==> config.mk <==
export PLATFORM = sky130hd
export DESIGN_NAME = msg_expand
export DESIGN_NICKNAME = d
export VERILOG_FILES = /design/src/rtl/msg_expand_pkg.sv /design/src/rtl/msg_expand_unpack.sv /design/src/rtl/msg_expand_next.sv /design/src/rtl/msg_expand.sv
export SDC_FILE = /design/constraint.sdc
export NUM_CORES = 1
export LEC_CHECK = 0
export BUFFER_PORTS_ARGS = -buffer_cell sky130_fd_sc_hd__buf_2
export CAP_MARGIN = 20
export CELL_PAD_IN_SITES_DETAIL_PLACEMENT = 0
export CELL_PAD_IN_SITES_GLOBAL_PLACEMENT = 2
export CORE_MARGIN = 1
export CORE_UTILIZATION = 34
export CTS_BUF_LIST = sky130_fd_sc_hd__clkbuf_16
export DETAILED_ROUTE_END_ITERATION = 16
export MAX_ROUTING_LAYER = met4
export PLACE_DENSITY_LB_ADDON = 0.12
export SLEW_MARGIN = 25
export SYNTH_ARGS = -nofsm -noshare
export SYNTH_HDL_FRONTEND = slang
export SYNTH_SLANG_ARGS = --single-unit
==> constraint.sdc <==
create_clock -name clk -period 3.75 [get_ports clk]
set_input_delay 0.1875 -clock clk [delete_from_list [all_inputs] [get_ports clk]]
set_output_delay 0.1875 -clock clk [all_outputs]
set_load 0.1 [all_outputs]
==> src/rtl/msg_expand_pkg.sv <==
package msg_expand_pkg;

    localparam int WORD_W = 32;
    localparam int BYTE_W = 8;
    localparam int BYTES_PER_WORD = WORD_W / BYTE_W;

    // rotation amounts used by the recurrence and its permutation
    localparam int ROT_NEAR = 15;
    localparam int ROT_BACK = 7;
    localparam int ROT_P1_A = 15;
    localparam int ROT_P1_B = 23;

    // distance of each recurrence tap behind the word being generated
    localparam int DIST_FAR  = 16;
    localparam int DIST_BACK = 13;
    localparam int DIST_MID  = 9;
    localparam int DIST_SIX  = 6;
    localparam int DIST_NEAR = 3;

    typedef logic [WORD_W-1:0] word_t;

    function automatic word_t rotl(input word_t x, input int unsigned n);
        return (x << n) | (x >> (WORD_W - n));
    endfunction

    function automatic word_t perm_p1(input word_t x);
        return x ^ rotl(x, ROT_P1_A) ^ rotl(x, ROT_P1_B);
    endfunction

endpackage

==> src/rtl/msg_expand_unpack.sv <==
module msg_expand_unpack
    import msg_expand_pkg::*;
#(
    parameter int NUM_WORDS = 16,
    localparam int BLK_W = NUM_WORDS * WORD_W
) (
    input  logic [BLK_W-1:0]                  blk,
    output logic [NUM_WORDS-1:0][WORD_W-1:0]  words
);

    // byte k lives at blk[8k +: 8]; the lowest-numbered byte of each word
    // becomes its most significant byte
    always_comb begin
        for (int i = 0; i < NUM_WORDS; i++) begin
            for (int b = 0; b < BYTES_PER_WORD; b++) begin
                words[i][WORD_W-1-BYTE_W*b -: BYTE_W] =
                    blk[BYTE_W*(BYTES_PER_WORD*i + b) +: BYTE_W];
            end
        end
    end

endmodule

==> src/rtl/msg_expand_next.sv <==
module msg_expand_next
    import msg_expand_pkg::*;
(
    input  word_t tap_far,
    input  word_t tap_back,
    input  word_t tap_mid,
    input  word_t tap_six,
    input  word_t tap_near,
    output word_t next_word
);

    word_t mixed;

    always_comb begin
        mixed     = tap_far ^ tap_mid ^ rotl(tap_near, ROT_NEAR);
        next_word = perm_p1(mixed) ^ rotl(tap_back, ROT_BACK) ^ tap_six;
    end

endmodule

==> src/rtl/msg_expand.sv <==
module msg_expand
    import msg_expand_pkg::*;
#(
    parameter int NUM_ROUNDS = 64,
    parameter int WIN_WORDS  = 16,
    parameter int LOOKAHEAD  = 4,
    localparam int RW    = $clog2(NUM_ROUNDS),
    localparam int BLK_W = WIN_WORDS * WORD_W
) (
    input  logic              clk,
    input  logic              rst,
    input  logic              in_start,
    input  logic [BLK_W-1:0]  in_block,
    output logic              in_ready,
    output logic              out_valid,
    input  logic              out_ready,
    output logic [WORD_W-1:0] out_w,
    output logic [WORD_W-1:0] out_wx,
    output logic [RW-1:0]     out_round
);

    localparam logic [RW-1:0] LAST_ROUND = RW'(NUM_ROUNDS - 1);
    // window slot 0 holds W[j]; a word d behind W[j+WIN_WORDS] sits in slot WIN_WORDS-d
    localparam int IDX_FAR  = WIN_WORDS - DIST_FAR;
    localparam int IDX_BACK = WIN_WORDS - DIST_BACK;
    localparam int IDX_MID  = WIN_WORDS - DIST_MID;
    localparam int IDX_SIX  = WIN_WORDS - DIST_SIX;
    localparam int IDX_NEAR = WIN_WORDS - DIST_NEAR;

    typedef struct packed {
        logic                                busy;
        logic [RW-1:0]                       round;
        logic [WIN_WORDS-1:0][WORD_W-1:0]    win;
    } state_t;

    state_t st_d, st_q;

    logic [WIN_WORDS-1:0][WORD_W-1:0] load_words;
    word_t                            gen_word;
    logic                             accept;
    logic                             fire;

    msg_expand_unpack #(
        .NUM_WORDS (WIN_WORDS)
    ) u_unpack (
        .blk   (in_block),
        .words (load_words)
    );

    msg_expand_next u_next (
        .tap_far   (st_q.win[IDX_FAR]),
        .tap_back  (st_q.win[IDX_BACK]),
        .tap_mid   (st_q.win[IDX_MID]),
        .tap_six   (st_q.win[IDX_SIX]),
        .tap_near  (st_q.win[IDX_NEAR]),
        .next_word (gen_word)
    );

    always_comb begin
        st_d   = st_q;
        accept = in_start && !st_q.busy;
        fire   = st_q.busy && out_ready;
        if (accept) begin
            st_d.busy  = 1'b1;
            st_d.round = '0;
            st_d.win   = load_words;
        end else if (fire) begin
            for (int k = 0; k < WIN_WORDS - 1; k++) begin
                st_d.win[k] = st_q.win[k+1];
            end
            st_d.win[WIN_WORDS-1] = gen_word;
            if (st_q.round == LAST_ROUND) begin
                st_d.busy  = 1'b0;
                st_d.round = '0;
            end else begin
                st_d.round = st_q.round + 1'b1;
            end
        end
    end

    always_ff @(posedge clk) begin
        if (rst) begin
            st_q <= '0;
        end else begin
            st_q <= st_d;
        end
    end

    assign in_ready  = !st_q.busy;
    assign out_valid = st_q.busy;
    assign out_w     = st_q.win[0];
    assign out_wx    = st_q.win[0] ^ st_q.win[LOOKAHEAD];
    assign out_round = st_q.round;

endmodule

==> summary.txt <==
Synthesis
  – Post-synth ARST share: 0
  – Area share of the largest cell type after synthesis: 0.452
  – Synthesized area: 23000 um2
  – Most instantiated cells after synthesis: dfxtp_1 (519), nand2_1 (506), a21oi_1 (481)
  – Synth area leaders: dfxtp_1 (45%), a22oi_1 (16%), a21oi_1 (10%)
  – Post-synthesis sequential area ratio: 0.452
  – Most instantiated library cell after synthesis: dfxtp_1
  – Synth area leader: dfxtp_1
  – Number of flops mapped to enable cells by yosys: 0
  – Warnings, synthesis: 0
  – Syn Nets: 3101
  – Main synth FF type: dfxtp_1
  – Post-synthesis cell count: 2584
  – Post-synthesis sequential element count: 519
  – Mapped Avg Cell Area: 8.89 um2
  – Cell variety after synth: 35

Detailed routing
  – DRT iter0 DRCs: 2489
  – Routed wire length: 112 mm
  – Antenna viol nets, final: 0
  – Residual DRC: 0
  – Via Count: 23900
  – Drt wl/cell: 25.2 um
  – 1st-pass router iterations: 6
  – Vias per cell: 5.40

Timing
  – Final setup viols: 0
  – Hold Violations, Final: 0
  – Post-layout min period: 3180 ps
  – Final TNS setup: 0 ps
  – Period utilization: 0.847
  – Fmax achieved: 0.315 GHz
  – Worst Skew: 21.1 ps
  – Slew Viols, Final: 0
  – Min Hold Slack: 56.0 ps
  – Relative slew slack: 0.316
  – RSZ-0062 raised after global routing: false
  – Worst slew pin tran: 1030 ps

Clocking
  – CTS clk-pin slew, worst paths: 60 ps
  – Longest Clk Path Bufs: 3
  – CTS tree: built
  – Clock Latency Late Sink: 630 ps
  – H-Tree Depth: 2
  – Post-CTS setup repair buffer count: 0
  – CTS Buf Count: 59
  – Clock Sinks: 519
  – CTS root buffer: clkbuf_16

Setup path
  – CP top delay family: buffers and inverters
  – Setup slack, reg-to-reg: 570 ps
  – CP max stage delay: 590 ps
  – CP Capture Type: flop
  – Worst Path Arrival: 3750 ps
  – Critical Path RT: 4320 ps
  – Reg-to-reg startpoint: out_valid$_SDFFE_PP0P_
  – CP bufs+invs: 3
  – CP max FO: 156
  – Crit Path Class: reg -> reg
  – Reg2Reg Depth: 6
  – Slowest CP cell: and2_4
  – Crit path launch type: flop
  – Worst reg2reg endpoint: st_q[181]$_SDFFE_PP0P_
  – Critical-path cell list: buf_4 > and2_4 > buf_12 > a22oi_1 > a21oi_1 > dlygate4sd3_1

Place
  – Hpwl dp: 79.5 mm
  – I/O Buffers: 587
  – Placer Congestion: 0.908

Run status
  – Status: complete, no violations

Min path
  – Hold EP: st_q[486]$_SDFFE_PP0P_
  – HP Class: in -> reg
  – Worst Hold Depth: 4
  – Min-delay src: in_block[510]

Cells and area
  – Synthesis-to-layout area growth: 44.3%
  – Multi-input logic area: 11100 um2
  – Nets@finish: 4027
  – Register Area: 10400 um2
  – Fillers: 6436
  – Layout cells sized above 1: 0.202

Global routing
  – Remaining Overflow, GRT: 0
  – Vias in the first global route: 22400
  – First-pass GRT wire length: 154 mm
  – Initial antenna violation count: 7
  – Largest net degree at the start of global routing: 188
  – GRT Total Usage: 0.320

Die
  – Row cnt: 94
  – Die Y-Extent: 262 um
  – Die Area: 68600 um2
  – Initial Util: 0.346
  – Die width: 262 um
  – IO Pins: 588
  – Core outline area: 66300 um2

Power
  – VDD IR max: 391 uV
  – Leakage power: 13.0 nW
  – Power Dens Cells: 472 nW/um2

Job
  – Max-cap violation count: 0
final cells by class:
cell class              instances  share of cell area
multi-input cells            1787               0.336
clock inverters                46              0.0108
clock buffers                  61              0.0460
inverters                       2            0.000226
diodes                         11            0.000830
well taps                     864              0.0326
flip-flops and latches        519               0.313
repair buffers               1141               0.260
worst register-to-register path, delay by kind of cell (launching register included):
| family | cells | cell delay (ps) |
|---|---|---|
| buffers and inverters | 3 | 1570 |
| AO/OA/AOI/OAI | 2 | 630 |
| AND/OR/NAND/NOR | 1 | 590 |
| flip-flops | 1 | 350 |
worst max-delay path by stage:
| stage | start | end | slack (ps) | cells after the start |
|---|---|---|---|---|
| detailed placement | out_valid$_SDFFE_PP0P_ | st_q[181]$_SDFFE_PP0P_ | 1220 | 5 |
| global route | out_valid$_SDFFE_PP0P_ | st_q[108]$_SDFFE_PP0P_ | 470 | 6 |
| CTS | out_valid$_SDFFE_PP0P_ | st_q[108]$_SDFFE_PP0P_ | 700 | 6 |
| global placement | out_valid$_SDFFE_PP0P_ | st_q[181]$_SDFFE_PP0P_ | 1260 | 5 |
| floorplan | out_valid$_SDFFE_PP0P_ | st_q[509]$_SDFFE_PP0P_ | 1160 | 4 |
| finish | out_valid$_SDFFE_PP0P_ | st_q[181]$_SDFFE_PP0P_ | 570 | 6 |
sequential cells by signal, indices dropped and copies added, names as in the netlist:
name	flops
out_round	6
out_valid	1
out_w	32
st_q	480
power by group:
part | total (mW) | switching, mW | internal, mW
logic | 3.55 | 2.08 | 1.47
registers | 6.38 | 0.492 | 5.89
clock network | 5.73 | 2.41 | 3.32
layer usage:
layer,vias to the layer above,wire length [um],global-route usage
met5,-,0,-
met4,0,3990,0.117
met3,175,6530,0.0332
met2,984,52300,0.496
met1,11600,49000,0.432
li1,11100,-,-
cell families (layout without fill, tap and decap cells):
| kind of cell | after synthesis | after routing | share of synthesized area |
|---|---|---|---|
| other | 0 | 11 | 0 |
| xor gates and xnor gates | 196 | 196 | 0.0967 |
| AOI/OAI and AO/OA | 1025 | 1025 | 0.285 |
| DFF | 519 | 519 | 0.452 |
| muxes | 25 | 25 | 0.0109 |
| adders and majority gates | 1 | 1 | 0.000545 |
| buffers and inverters | 278 | 1250 | 0.0632 |
| and+or+nand+nor | 540 | 540 | 0.0911 |
placed cells by master (no fill, tap or decap), types with 2 or more instances in the layout:
cell,count
clkbuf_16,61
o22a_1,24
buf_12,15
bufinv_16,6
xor2_1,51
inv_1,11
xnor3_1,25
buf_2,586
o22ai_1,24
nand4_1,3
clkinv_2,12
a21oi_1,481
a22oi_1,480
nor3_1,15
clkinvlp_4,3
buf_4,8
clkinv_1,16
a211oi_1,7
a2111oi_2,8
nor2b_1,7
dlygate4sd3_1,531
xnor3_2,6
nand2_1,506
xnor2_1,106
nor4_1,2
dfxtp_1,518
xnor2_2,7
mux2i_1,25
diode_2,11
metrics by stage:
stage	util	std cells	area [um2]	power [mW]	worst slack, ps
floorplan	-	2584	23000	8.37	1160
global placement	0.391	3781	25900	9.50	1260
detailed placement	0.391	3781	25900	9.52	1220
CTS	0.499	4419	33100	15.7	696
global route	0.500	4426	33100	16.2	471
finish	0.500	4431	33200	15.7	574
repair_timing:
item,CTS,global route
setup endpoints to repair,0,0
resized for setup,0,0
hold buffers,531,0
hold endpoints to repair,479,0
Power figures use the tool's default switching activity.
